### src/rtl/dsd_pkg.sv
package dsd_pkg;

  // chips per symbol for a maximal-length register of the given width
  function automatic int unsigned code_len(input int unsigned width);
    return (1 << width) - 1;
  endfunction

  // smallest count of ones that wins a strict majority out of n
  function automatic int unsigned majority_min(input int unsigned n);
    return n / 2 + 1;
  endfunction

  // a registered symbol decision
  typedef struct packed {
    logic valid;
    logic value;
  } decision_t;

endpackage

### src/rtl/dsd_startup_sync.sv
module dsd_startup_sync #(
  parameter int unsigned WAIT_CYCLES = 2
) (
  input  logic clk,
  input  logic rst_n,
  output logic armed_o
);

  localparam int unsigned CNT_W = (WAIT_CYCLES < 2) ? 1 : $clog2(WAIT_CYCLES + 1);

  logic [CNT_W-1:0] wait_cnt;
  logic             armed_q;

  // count edges after reset; raise the flag on the last counted edge
  always_ff @(posedge clk or negedge rst_n) begin
    if (!rst_n) begin
      wait_cnt <= '0;
      armed_q  <= 1'b0;
    end else if (!armed_q) begin
      wait_cnt <= wait_cnt + 1'b1;
      if (wait_cnt == CNT_W'(WAIT_CYCLES - 1)) begin
        armed_q <= 1'b1;
      end
    end
  end

  assign armed_o = armed_q;

endmodule

### src/rtl/dsd_pn_gen.sv
module dsd_pn_gen #(
  parameter int unsigned     WIDTH = 3,
  parameter logic [WIDTH-1:0] TAPS = 3'b101,
  parameter logic [WIDTH-1:0] SEED = 3'b001
) (
  input  logic clk,
  input  logic rst_n,
  input  logic adv_i,
  output logic chip_o
);

  logic [WIDTH-1:0] lfsr_q;
  logic             fb;

  // feedback is the parity of the tapped stages
  assign fb = ^(lfsr_q & TAPS);

  always_ff @(posedge clk or negedge rst_n) begin
    if (!rst_n) begin
      lfsr_q <= SEED;
    end else if (adv_i) begin
      lfsr_q <= {lfsr_q[WIDTH-2:0], fb};
    end
  end

  assign chip_o = lfsr_q[WIDTH-1];

endmodule

### src/rtl/dsd_sipo.sv
module dsd_sipo #(
  parameter int unsigned DEPTH = 7
) (
  input  logic             clk,
  input  logic             rst_n,
  input  logic             shift_i,
  input  logic             din_i,
  output logic [DEPTH-1:0] word_o
);

  logic [DEPTH-1:0] stage_q;

  // one flop per stage; stage 0 takes the new chip, others take their neighbour
  for (genvar g = 0; g < DEPTH; g++) begin : g_stage
    logic stage_d;
    if (g == 0) begin : g_head
      assign stage_d = din_i;
    end else begin : g_body
      assign stage_d = stage_q[g-1];
    end

    always_ff @(posedge clk or negedge rst_n) begin
      if (!rst_n) begin
        stage_q[g] <= 1'b0;
      end else if (shift_i) begin
        stage_q[g] <= stage_d;
      end
    end
  end

  assign word_o = stage_q;

endmodule

### src/rtl/dsd_majority.sv
module dsd_majority
  import dsd_pkg::*;
#(
  parameter int unsigned DEPTH = 7
) (
  input  logic             clk,
  input  logic             rst_n,
  input  logic             judge_i,
  input  logic [DEPTH-1:0] word_i,
  output logic             valid_o,
  output logic             bit_o
);

  localparam int unsigned CW     = $clog2(DEPTH + 1);
  localparam int unsigned THRESH = majority_min(DEPTH);

  logic [CW-1:0] ones;
  decision_t     dec_q;

  // population count of the collected despread chips
  always_comb begin
    ones = '0;
    for (int i = 0; i < DEPTH; i++) begin
      ones = ones + CW'(word_i[i]);
    end
  end

  always_ff @(posedge clk or negedge rst_n) begin
    if (!rst_n) begin
      dec_q <= '0;
    end else begin
      dec_q.valid <= judge_i;
      if (judge_i) begin
        dec_q.value <= (ones >= CW'(THRESH));
      end
    end
  end

  assign valid_o = dec_q.valid;
  assign bit_o   = dec_q.value;

endmodule

### src/rtl/despread_detector.sv
module despread_detector
  import dsd_pkg::*;
#(
  parameter int unsigned      PN_W        = 3,
  parameter logic [PN_W-1:0]  PN_TAPS     = 3'b101,
  parameter logic [PN_W-1:0]  PN_SEED     = 3'b001,
  parameter int unsigned      SYNC_CYCLES = 2
) (
  input  logic clk,
  input  logic rst_n,
  input  logic rx_chip,
  output logic det_armed,
  output logic sym_valid,
  output logic sym_bit
);

  localparam int unsigned LEN  = code_len(PN_W);
  localparam int unsigned PH_W = $clog2(LEN);

  logic            armed;
  logic            pn_chip;
  logic            despread;
  logic [LEN-1:0]  chip_word;
  logic [PH_W-1:0] phase_q;
  logic            sym_due_q;

  dsd_startup_sync #(
    .WAIT_CYCLES (SYNC_CYCLES)
  ) u_sync (
    .clk     (clk),
    .rst_n   (rst_n),
    .armed_o (armed)
  );

  dsd_pn_gen #(
    .WIDTH (PN_W),
    .TAPS  (PN_TAPS),
    .SEED  (PN_SEED)
  ) u_pn (
    .clk    (clk),
    .rst_n  (rst_n),
    .adv_i  (armed),
    .chip_o (pn_chip)
  );

  assign despread = rx_chip ^ pn_chip;

  dsd_sipo #(
    .DEPTH (LEN)
  ) u_sipo (
    .clk     (clk),
    .rst_n   (rst_n),
    .shift_i (armed),
    .din_i   (despread),
    .word_o  (chip_word)
  );

  // divide-by-LEN symbol timer: flags a full register one edge after the last chip
  always_ff @(posedge clk or negedge rst_n) begin
    if (!rst_n) begin
      phase_q   <= '0;
      sym_due_q <= 1'b0;
    end else begin
      sym_due_q <= armed && (phase_q == PH_W'(LEN - 1));
      if (armed) begin
        phase_q <= (phase_q == PH_W'(LEN - 1)) ? '0 : phase_q + 1'b1;
      end
    end
  end

  dsd_majority #(
    .DEPTH (LEN)
  ) u_vote (
    .clk     (clk),
    .rst_n   (rst_n),
    .judge_i (sym_due_q),
    .word_i  (chip_word),
    .valid_o (sym_valid),
    .bit_o   (sym_bit)
  );

  assign det_armed = armed;

endmodule

### config.mk
export PLATFORM = sky130hd
export DESIGN_NAME = despread_detector
export DESIGN_NICKNAME = d
export VERILOG_FILES = /design/src/rtl/dsd_pkg.sv /design/src/rtl/dsd_startup_sync.sv /design/src/rtl/dsd_pn_gen.sv /design/src/rtl/dsd_sipo.sv /design/src/rtl/dsd_majority.sv /design/src/rtl/despread_detector.sv
export SDC_FILE = /design/constraint.sdc
export NUM_CORES = 1
export LEC_CHECK = 0
export BUFFER_PORTS_ARGS = -buffer_cell sky130_fd_sc_hd__buf_2
export CAP_MARGIN = 40
export CORE_MARGIN = 1
export CORE_UTILIZATION = 60
export DETAILED_ROUTE_END_ITERATION = 10
export PLACE_DENSITY = 0.79
export SYNTH_ARGS = -nofsm -noshare
export SYNTH_HDL_FRONTEND = slang
export SYNTH_SLANG_ARGS = --single-unit
### constraint.sdc
create_clock -name clk -period 3.75 [get_ports clk]
set_input_delay 0.1875 -clock clk [delete_from_list [all_inputs] [get_ports clk]]
set_output_delay 0.1875 -clock clk [all_outputs]
set_load 0.02 [all_outputs]
# == Word level (Yosys, flattened, before mapping) ==
# Cells that the tools add are included.
# word_totals
register_bits,19
inputBits,3
wordCells,31
# op_classes
n_addsub,8
n_lt_le_gt_ge,1
n_eq_ne,2
n_mux,3
bitwise_logic,1
reduce_logical,2
# ops
operator,n
$add A3 B1 Y3,5
$add A3 B1 Y3 const B,1
$eq A3 B3 Y1 const B,1
$ge A3 B3 Y1 const B,1
$mux W3,1
$reduce_xor A3 Y1,1
$add A1 B1 Y2,1
$add A2 B1 Y2 const B,1
$eq A2 B1 Y1 const B,1
$mux W1,2
$logic_and A1 B1 Y1,1
$xor A1 B1 Y1,1

# == Depth between registers and ports, before layout ==
# logic_depth
ltp_word,7
ltp_mapped,9
depth_no_buf,9

# == Hierarchy ==
# From an unflattened synthesis, not the netlist that was laid out.
# hier_totals
cells_unflattened,68
area_unflattened_um2,907.1
# by_module_without_submodules
module,instances,cells_each,area_per_inst_um2
dsd_sipo,1,21,336.6
despread_detector,1,16,186.4
dsd_majority,1,15,157.7
dsd_startup_sync,1,9,115.1
dsd_pn_gen,1,7,111.4

# == Least setup slack after synthesis ==
# Ideal clock, no wire load.
# synth_timing
path_type,register to register
start,"register u_sipo.stage_q[1], in the netlist u_sipo.g_stage[2].stage_d"
end,register u_vote.dec_q (netlist bit u_vote.bit_o)
arrival_ps,2414
required_time_ps,3630
setup_slack_ps,1216
stages_incl_launch_ff,10
synth_period_minus_slack_ps,2534
path_cell_list,dfrtp_1 -> ha_1 -> inv_1 -> fa_1 -> fa_1 -> inv_1 -> ha_1 -> and3b_1 -> or3_1 -> a31o_1
# synth_via
elab_chain_len,7
# synth_rtl
element,line,rtl
start: declaration,dsd_sipo.sv:11,logic [DEPTH-1:0] stage_q;
start signal: indexed assignment,dsd_sipo.sv:26,stage_q[g] <= stage_d;
$add A1 B1 Y2,dsd_majority.sv:24,ones = ones + CW'(word_i[i]);
$add A3 B1 Y3 (5 in a row),dsd_majority.sv:24,
$ge A3 B3 Y1,dsd_majority.sv:34,dec_q.value <= (ones >= CW'(THRESH));
end: declaration,dsd_majority.sv:18,decision_t dec_q;
# No other way between the ends.
# A chain may end at the register's enable or synchronous reset.

# == Worst setup path in the final report ==
# layout_timing
start,"register u_sipo.stage_q[0], in the netlist u_sipo.g_stage[1].stage_d"
end,register u_vote.dec_q (netlist bit u_vote.bit_o)
# Same word-level chain as after synthesis.

==> impl_results.md <==
- Status: complete, no violations
- R2R depth: 9
- Share of the synthesized area in the top cell type: 53.81%
- Wirelength per Cell: 12.62 um
- EDFF count, synth: 0
- Synth warnings: 0
- Synth Instances: 72
- Post-synth top area cell: dfrtp_1
- CP Data Required Time: 3.94 ns
- Slowest CP cell: fa_1
- Psw: 0.08506 mW
- Worst Setup End Kind: flop
- Slew @ Worst Pin: 0.6653 ns
- Mux cell area share after synthesis: 6.726%
- Fin crit share: 71.16%
- Number of global-route vias before repair: 506
- Htree depth: 1
- Tmin final: 2.668 ns
- Routed via count: 491
- Setup TNS: 0 ns
- Crit-path max cell delay: 0.44 ns
- Sequential group share of total power: 60.5%
- Mapped cell area: 837.1 sq um
- Post-DP HPWL: 875.7 um
- Syn Area/Cell: 11.63 sq um
- Register area share after synthesis: 56.95%
- Net count after synthesis: 81
- Initial DRC Count: 1
- GP Congestion: 0.6561
- Hold Fails Final Rpt: 0
- Lkg Pwr: 0.4690 nW
- Pwr dens: 392.6 nW/um^2
- Largest family of logic cells by synthesized area: adder cells
- Num CTS Buffers: 3
- Clk pwr share: 28.3%
- Worst-path fanout max: 3
- Final Setup Violations: 0
- Standard-cell row count: 13
- Most common cell in the synthesized netlist: dfrtp_1
- Fin Clk Skew: 0.005674 ns
- Power Internal: 0.2706 mW
- Post-Route WL: 1199 um
- Fill count: 98
- Setup repair after global routing missed its margin: no
- CP bufs+invs: 2
- Hold Crit Class: in -> reg
- First-pass GRT wire length: 2001 um
- DRT Pass-1 Iters: 4
- Worst VDD drop: 0.2523 mV
- Top post-synthesis cells by area: dfrtp_1 (54%), mux2_2 (6.7%), ha_1 (6.0%)
- Drt via density: 5.168
- Hold EP: u_sipo.g_stage[1].stage_d$_DFFE_PN0P_
- Largest net degree at the start of global routing: 25
- Synth Area in Simple Gates: 9.865%
- Worst R2R Setup Slack: 1.08 ns
- Worst setup SP type: flop
- R2r startpoint: u_sipo.g_stage[1].stage_d$_DFFE_PN0P_
- Routed Antenna Nets: 0
- N_diodes: 0
- Gate power share: 11.2%
- Total Routing Usage GR: 19.88%
- Number of distinct library cells after synthesis: 20
- Delay-heaviest family, CP: adder cells
- Ys async rst share: 100.0%
- XOR/XNOR Fraction of Synth Area: 3.139%
- Flops & latches, synth: 19
- Io pins: 6
- F_max: 0.3748 GHz
- Crit path arrival time: 2.86 ns
- Setup Fix Bufs, Post-CTS: 0
- Worst skew pair latency: 0.29 ns
- Full die area: 1548 sq um
- Total congestion overflow: 0
- Die Width: 39.35 um
- Slew Limit Headroom: 55.65%
- Port buffer count: 5
- Top cells by count, synth: dfrtp_1 (18), nand2_1 (10), o21ai_0 (9)
- Initial antenna violation count: 0
- Post-route cell area: 905.9 sq um
- Max-slew violations: 0
- Core area: 1301 sq um
- GR Layer Usage met1: 22.39%
- CP Cell Sequence: ha_1 -> inv_1 -> fa_1 -> fa_1 -> inv_1 -> ha_1 -> and3b_1 -> or3_1 -> a31o_1
- Post-Synth Adder-Cell Area: 10.76%
- Reg2Reg Capture Point: u_vote.bit_o$_DFFE_PN0P_
- Clk buf depth: 2
- Global route hottest layer: met2
- DP Area: 869.6 sq um
- Sw Share: 23.92%
- CTS tree: yes
- Top FF cell, synth: dfrtp_1
- Residual DRC: 0
- Hold Path Stages: 3
- Starting Density: 64.33%
- Layout cells sized above 1: 18.75%
- CTS Root Cell: clkbuf_4
- Clk pin slew, worst setup/hold paths: 0.10 ns
- Maxcap violations: 0
- Post-synthesis compound-gate area fraction: 7.623%
- Syn-to-layout area delta: 8.221%
- Critical path class: reg -> reg
- GR Util met2: 35.42%
- Met3 Use GR: 3.409%
- Hold path start: rx_chip
- Clk sink count: 19
- Layout net count: 90
- Chip height: 39.35 um
sequential cells by signal, summed over array words and instances (netlist names):
register                flops
phase_q                     3
sym_due_q                   1
u_pn.lfsr_q                 3
u_sipo.g_stage.stage_d      6
u_sipo.word_o               1
u_sync.armed_o              1
u_sync.wait_cnt             2
u_vote.bit_o                1
u_vote.valid_o              1
worst max path at each step:
| stage | cells after the start | to | from | slack, ns |
|---|---|---|---|---|
| 2_1_floorplan | 9 | u_vote.bit_o$_DFFE_PN0P_ | u_sipo.g_stage[2].stage_d$_DFFE_PN0P_ | 1.22 |
| 3_3_place_gp | 9 | u_vote.bit_o$_DFFE_PN0P_ | u_sipo.g_stage[1].stage_d$_DFFE_PN0P_ | 1.17 |
| 3_5_place_dp | 9 | u_vote.bit_o$_DFFE_PN0P_ | u_sipo.g_stage[2].stage_d$_DFFE_PN0P_ | 1.07 |
| 4_1_cts | 9 | u_vote.bit_o$_DFFE_PN0P_ | u_sipo.g_stage[2].stage_d$_DFFE_PN0P_ | 1.06 |
| 5_1_grt | 9 | u_vote.bit_o$_DFFE_PN0P_ | u_sipo.g_stage[2].stage_d$_DFFE_PN0P_ | 0.97 |
| 6_report | 9 | u_vote.bit_o$_DFFE_PN0P_ | u_sipo.g_stage[1].stage_d$_DFFE_PN0P_ | 1.08 |
worst register-to-register path: cells and delay by family (launching register included):
family	cells	cell delay (ns)
buf+inv	2	0.11
simple gates	2	0.50
fa+ha+maj	4	1.32
compound gates	1	0.23
flops	1	0.42
layout by cell type (no fill, tap or decap):
cell           Yosys  layout
nor2b_1            1       1
dlygate4sd3_1      0       1
inv_1              8       8
mux2_2             5       5
or3_1              1       1
o21ai_0            9       9
nand2b_1           1       1
ha_1               4       4
clkbuf_1           1       1
fa_1               2       2
nor3b_1            1       1
dfstp_2            1       1
dfrtp_1           18      18
buf_2              0       5
xnor2_1            3       3
or2_2              1       1
a21oi_1            2       2
clkbuf_4           0       3
nor2_1             1       1
a31o_1             1       1
nand2_1           10      10
and3b_1            1       1
cell type report:
type	count	area (sq um)	share of cell area, %
Sequential cell	19	476.7	52.62
Tap cell	15	18.77	2.072
Clock buffer	4	26.28	2.901
Timing Repair Buffer	6	35.03	3.867
Multi-Input combinational cell	43	319.1	35.22
Inverter	8	30.03	3.315
logic make-up after synthesis:
| family | count (synthesis) |
|---|---|
| AOI/OAI and AO/OA | 12 |
| xor gates and xnor gates | 3 |
| adders and majority gates | 6 |
| buffers and inverters | 10 |
| DFF | 19 |
| muxes | 5 |
| and+or+nand+nor | 17 |
timing repair:
action | 4_1_cts | 5_1_grt
gates resized for setup | 0 | 0
hold buffers | 1 | 0
hold endpoints to repair | 18 | 0
stage by stage:
step	setup WS [ns]	instances	utilization (%)	total power [mW]	hold slack (ns)
floorplan	1.216	72	-	0.2443	-0.1081
global placement	1.167	90	66.83	0.2555	0.1373
detailed placement	1.074	90	66.83	0.2592	0.1385
CTS	1.059	95	69.62	0.3585	0.1763
global route	0.9726	95	69.62	0.3751	0.1692
finish	1.082	95	69.62	0.3557	0.1725
routing by layer:
| layer | part of all wire (%) | up-vias |
|---|---|---|
| li1 | - | 249 |
| met1 | 47 | 231 |
| met2 | 49 | 7 |
| met3 | 2.4 | 4 |
| met4 | 1.9 | 0 |
| met5 | 0 | - |
power by group through the flow:
stage / clock network [mW] / registers [mW] / logic (mW)
global placement: 0 / 0.219 / 0.0369
CTS: 0.102 / 0.215 / 0.0410
detailed placement: 0 / 0.219 / 0.0399
global route: 0.111 / 0.216 / 0.0481
floorplan: 0 / 0.222 / 0.0222
finish: 0.101 / 0.215 / 0.0399
No activity file was read; power rests on OpenSTA's default activity.
